`src/rtl/ycc2rgb_pkg.sv`:
```
package ycc2rgb_pkg;
  localparam int IN_W   = 8;
  localparam int OUT_W  = 8;
  localparam int FRAC_W = 10;
  localparam int COEF_W = 12;
  localparam int N_TERM = 4;
  localparam int PROD_W = IN_W + COEF_W;
  localparam int TERM_W = PROD_W - FRAC_W;
  localparam int SUM_W  = TERM_W + 2;

  // term order: cr->r, cr->g, cb->g, cb->b
  localparam int COEF_TAB [N_TERM] = '{1436, -732, -352, 1816};
  localparam bit USE_CR   [N_TERM] = '{1'b1, 1'b1, 1'b0, 1'b0};
endpackage

```
`src/rtl/ycc2rgb_term.sv`:
```
module ycc2rgb_term
  import ycc2rgb_pkg::*;
#(
  parameter int COEF = 1436
) (
  input  logic signed [IN_W-1:0]   x_i,
  output logic signed [TERM_W-1:0] t_o
);
  localparam logic signed [COEF_W-1:0] K = COEF_W'(COEF);

  logic signed [PROD_W-1:0] prod;

  assign prod = x_i * K;
  // dropping low bits of a two's-complement value floors it
  assign t_o  = prod[PROD_W-1:FRAC_W];

  always_comb begin

    if ((x_i < 0) && (COEF > 0)) floor_neg_chk: assert (t_o < 0);
    if (x_i == 0) zero_term_chk: assert (t_o == 0);
  end
endmodule

```
`src/rtl/ycc2rgb_chan.sv`:
```
module ycc2rgb_chan
  import ycc2rgb_pkg::*;
#(
  parameter int NT = 1
) (
  input  logic signed [IN_W-1:0]             y_i,
  input  logic        [NT-1:0][TERM_W-1:0]   terms_i,
  output logic signed [OUT_W-1:0]            sat_o
);
  localparam int MAX_V = (1 << (OUT_W - 1)) - 1;
  localparam int MIN_V = -(1 << (OUT_W - 1));
  localparam logic signed [SUM_W-1:0] MAX_S = SUM_W'(MAX_V);
  localparam logic signed [SUM_W-1:0] MIN_S = SUM_W'(MIN_V);

  logic signed [SUM_W-1:0] sum;

  always_comb begin
    sum = SUM_W'(y_i);
    for (int i = 0; i < NT; i++) begin
      sum = sum + SUM_W'($signed(terms_i[i]));
    end
  end

  always_comb begin
    if (sum > MAX_S)      sat_o = OUT_W'(MAX_V);
    else if (sum < MIN_S) sat_o = OUT_W'(MIN_V);
    else                  sat_o = sum[OUT_W-1:0];
  end

  always_comb begin

    if (sum > MAX_S) clamp_hi_chk: assert (sat_o == OUT_W'(MAX_V));

    if (sum < MIN_S) clamp_lo_chk: assert (sat_o == OUT_W'(MIN_V));
  end
endmodule

```
`src/rtl/ycc2rgb_conv.sv`:
```
module ycc2rgb_conv
  import ycc2rgb_pkg::*;
(
  input  logic             clk_i,
  input  logic             rst_ni,
  input  logic             valid_i,
  input  logic [IN_W-1:0]  y_i,
  input  logic [IN_W-1:0]  cb_i,
  input  logic [IN_W-1:0]  cr_i,
  input  logic             unsigned_i,
  output logic             valid_o,
  output logic [OUT_W-1:0] r_o,
  output logic [OUT_W-1:0] g_o,
  output logic [OUT_W-1:0] b_o
);
  logic [N_TERM-1:0][TERM_W-1:0] term;
  logic signed [OUT_W-1:0] r_sat, g_sat, b_sat;
  logic [OUT_W-1:0] msb_flip;

  for (genvar k = 0; k < N_TERM; k++) begin : g_term
    logic signed [TERM_W-1:0] t;
    ycc2rgb_term #(.COEF(COEF_TAB[k])) u_term (
      .x_i ($signed(USE_CR[k] ? cr_i : cb_i)),
      .t_o (t)
    );
    assign term[k] = t;
  end

  ycc2rgb_chan #(.NT(1)) u_chan_r (
    .y_i (y_i), .terms_i (term[0]), .sat_o (r_sat)
  );
  ycc2rgb_chan #(.NT(2)) u_chan_g (
    .y_i (y_i), .terms_i ({term[2], term[1]}), .sat_o (g_sat)
  );
  ycc2rgb_chan #(.NT(1)) u_chan_b (
    .y_i (y_i), .terms_i (term[3]), .sat_o (b_sat)
  );

  // +2^(OUT_W-1) offset equals inverting the sign bit
  assign msb_flip = {unsigned_i, {(OUT_W-1){1'b0}}};

  always_ff @(posedge clk_i or negedge rst_ni) begin
    if (!rst_ni) begin
      valid_o <= 1'b0;
      r_o     <= '0;
      g_o     <= '0;
      b_o     <= '0;
    end else begin
      valid_o <= valid_i;
      if (valid_i) begin
        r_o <= r_sat ^ msb_flip;
        g_o <= g_sat ^ msb_flip;
        b_o <= b_sat ^ msb_flip;
      end
    end
  end


  valid_rise_chk: assert property (@(posedge clk_i) disable iff (!rst_ni)
    valid_i |=> valid_o);

  valid_fall_chk: assert property (@(posedge clk_i) disable iff (!rst_ni)
    !valid_i |=> !valid_o);

  hold_chk: assert property (@(posedge clk_i) disable iff (!rst_ni)
    !valid_i |=> ($stable(r_o) && $stable(g_o) && $stable(b_o)));

  unsigned_r_chk: assert property (@(posedge clk_i) disable iff (!rst_ni)
    (valid_i && unsigned_i && (r_sat == -8'sd128)) |=> (r_o == 8'd0));
endmodule

```
`config.mk`:
```
export PLATFORM = sky130hd
export DESIGN_NAME = ycc2rgb_conv
export DESIGN_NICKNAME = d
export VERILOG_FILES = /design/src/rtl/ycc2rgb_pkg.sv /design/src/rtl/ycc2rgb_term.sv /design/src/rtl/ycc2rgb_chan.sv /design/src/rtl/ycc2rgb_conv.sv
export SDC_FILE = /design/constraint.sdc
export NUM_CORES = 1
export LEC_CHECK = 0
export ABC_CLOCK_PERIOD_IN_PS = 950
export CAP_MARGIN = 5
export CORE_UTILIZATION = 44
export CTS_BUF_LIST = sky130_fd_sc_hd__clkbuf_2
export DETAILED_ROUTE_END_ITERATION = 8
export GPL_TIMING_DRIVEN = 0
export PLACE_DENSITY = 0.65
export SLEW_MARGIN = 10
export SYNTH_ARGS = -nofsm -noshare
export SYNTH_HDL_FRONTEND = slang
export SYNTH_SLANG_ARGS = --single-unit
```
`constraint.sdc`:
```
create_clock -name clk_i -period 0.95 [get_ports clk_i]
set_clock_uncertainty 0.05 [all_clocks]
set_input_delay 0.2375 -clock clk_i [delete_from_list [all_inputs] [get_ports clk_i]]
set_output_delay 0.2375 -clock clk_i [all_outputs]
set_load 0.01 [all_outputs]
```
==> flow_metrics.tcl <==
set metrics [dict create \
    outcome "finished with violations" \
    violations "negative hold slack, negative setup slack" \
    fin_ws_ns -4.26 \
    fin_area_sq_um 9520 \
    synth_flop_cell "dfrtp_1" \
    period_share 5.49 \
    seqCellArea_sq_um 626 \
    post-route-util 0.599 \
    synthSimpleGateAreaFrac 0.0840 \
    finalCriticalPeriod_ns 5.21 \
    slew_violations 0 \
    grt_start_max_net_pins 26 \
    cts.sinks 25 \
    multiInputGateArea_sq_um 6970 \
    grt-ovfl-total 0 \
    dr.pass1.iters 4 \
    synth_top_area_cell "ha_1" \
    grt_pass1_vias 5956 \
    drive_gt1_frac 0.318 \
    place_hpwl_mm 13.3 \
    drv_cap 0 \
    synth_seq_cells 25 \
    synth_top_area_frac 0.290 \
    cts_tree "done" \
    hold_viol 25 \
    dieArea_sq_um 16800 \
    routed_wl_mm 16.8 \
    synth_compound_area_frac 0.179 \
    synth_cell_types 65 \
    synth_common_cells "ha_1 (166), inv_1 (158), fa_1 (63)" \
    postSynth.asyncResetShare 1.00 \
    yosysMostFrequentCell "ha_1" \
    antenna_found_initial 0 \
    synth_area_sq_um 7150 \
    whs_ns -0.199 \
    postSynthNetCount 1053 \
    synth_xor_area_frac 0.0833 \
    worst_pin_slew_ns 0.598 \
    synthCells 796 \
    drt_iter0_markers 137 \
    num-nets-final 1174 \
    synthTopCellsByArea "ha_1 (29%), fa_1 (18%), dfrtp_1 (8.7%)" \
    met1_usage 0.281 \
    wire_per_inst_um 14.9 \
    synth_edf_count 0 \
    worstPathRequired_ns 1.15 \
    die_h_um 130 \
    final_antenna_net_count 0 \
    synth_top_family_by_area "adder cells" \
    pin_count 53 \
    cp_max_fo 6 \
    max_clock_freq_mhz 192 \
    use_met2 0.384 \
    core_sq_um 15900 \
    drc 0 \
    grt_busiest_layer "met2" \
    fillers 1438 \
    placed_cell_area_sq_um 8230 \
    gp_congestion 0.829 \
    dieWidth_um 130 \
    hold_class "primary input to asynchronous set/reset pin" \
    arrival_ns 5.41 \
    avgSynthCellArea_sq_um 8.99 \
    postCtsHoldBufs 0 \
    path_clk_slew_ns 0.23 \
    ys.warnings.count 0 \
    critical_path_class "primary input to register" \
    start_kind "primary input" \
    port_buffers 52 \
    setup_viol_count_final 49 \
    clkLatencyLatePin_ns 0.33 \
    numCtsBuffers 3 \
    track_usage 0.208 \
    grt_pass1_wl_mm 28.1 \
    start_util 0.450 \
    root_buffer "clkbuf_2" \
    ys_seq_area_frac 0.0875 \
    rsz0062_at_grt "true" \
    vias 5904 \
    viasPerCell 5.22 \
    area_delta_synth_final_pct 33.0 \
    num_rows 46 \
    synthAdderAreaFrac 0.467 \
    maxSlewHeadroom 0.601 \
    synth.area.mux_share 0.00927 \
    h-tree-depth 1 \
    crit_path_end_kind "register" \
    n_antenna_cell 0 \
    clock_path_buffers 2 \
    grt_use_met3 0.00743 \
]
[final timing paths]
| check | from | to | slack, ns | depth (start not counted) |
|---|---|---|---|---|
| max | cr_i[0] | g_o[1]$_DFFE_PN0P_ | -4.26 | 25 |
| min | rst_ni | b_o[1]$_DFFE_PN0P_ | -0.20 | 1 |
| max reg2reg | b_o[3]$_DFFE_PN0P_ | b_o[3]$_DFFE_PN0P_ | -0.06 | 5 |
| min reg2reg | b_o[1]$_DFFE_PN0P_ | b_o[1]$_DFFE_PN0P_ | 0.48 | 1 |
| max in group asynchronous | rst_ni | r_o[4]$_DFFE_PN0P_ | 0.66 | 1 |
| min in group clk_i | b_o[1]$_DFFE_PN0P_ | b_o[1]$_DFFE_PN0P_ | 0.48 | 1 |
[critical path, stage by stage]
cell,delay [ns]
buf_12,0.09
clkinvlp_4,0.09
ha_4,0.30
inv_4,0.04
fa_1,0.51
inv_2,0.04
fa_1,0.49
inv_1,0.05
fa_1,0.49
inv_2,0.05
ha_4,0.23
a21oi_2,0.10
inv_1,0.06
a41o_4,0.28
a21oi_4,0.14
xor2_2,0.09
fa_1,0.55
inv_2,0.05
ha_4,0.22
o21ai_4,0.16
a21oi_4,0.05
or3_1,0.37
a32o_2,0.27
a221oi_4,0.34
o2bb2ai_1,0.10
[cells by family after synthesis]
logic type / after synthesis
adder cells (fa/ha/maj): 229
AO/OA/AOI/OAI: 185
buffers and inverters: 165
AND/OR/NAND/NOR: 118
XOR/XNOR: 68
flip-flops: 25
multiplexers: 6
[per-stage QoR]
step	hold WS (ns)	worst slack, ns	TNS, ns	std cells
3_5_place_dp	0.422	-5.80	-152.64	1064
6_report	-0.199	-4.26	-103.56	1132
3_3_place_gp	0.424	-5.71	-151.18	1064
5_1_grt	-0.169	-4.48	-109.17	1132
2_1_floorplan	-0.108	-4.55	-98.86	796
4_1_cts	0.147	-4.40	-104.59	1122
[placed cells by master, fill, tap and decap left out, types with 6 or more instances in the layout]
master / instances
a21oi_4: 7
o21bai_1: 10
ha_1: 135
buf_6: 22
xor2_1: 13
nand2_1: 21
a21oi_1: 27
buf_2: 20
buf_4: 63
clkdlybuf4s50_1: 10
o21ai_0: 14
xnor2_2: 12
nor3_1: 6
a31oi_1: 7
nor2_2: 6
ha_4: 27
a211oi_2: 6
a21o_1: 16
o2bb2ai_1: 9
fa_1: 57
nand2b_1: 6
dfrtp_1: 25
inv_1: 140
inv_2: 12
o21ai_2: 9
nor2b_1: 8
o21a_1: 6
a21oi_2: 12
xnor2_1: 38
nor2_1: 27
and3_1: 6
fa_2: 6
[cell type report]
type / instances / share of cell area
Clock buffer: 3 / 0.00158
Inverter: 158 / 0.0643
Buffer: 5 / 0.00447
Tap cell: 216 / 0.0284
Multi-Input combinational cell: 606 / 0.733
Sequential cell: 25 / 0.0657
Clock inverter: 1 / 0.000526
Timing Repair Buffer: 118 / 0.102
[state kept, by name, indices dropped and copies added, names as in the netlist]
name,cells
r_o,8
g_o,8
b_o,8
valid_o,1
[per-layer routing]
layer	vias to the layer above	wire length, um
met5	-	0
met2	59	8430
met3	8	168
met4	0	96
li1	2982	-
met1	2855	8120
[what timing repair did]
action,in CTS,in global routing
pin swaps,75,40
resized for setup,343,37
endpoints found under the hold margin,0,25
setup buffers,57,10
setup endpoints to repair,74,74
Power is left out: the tool's default activity adds up to more than one toggle a clock period on the data nets, which glitch-free logic cannot reach.
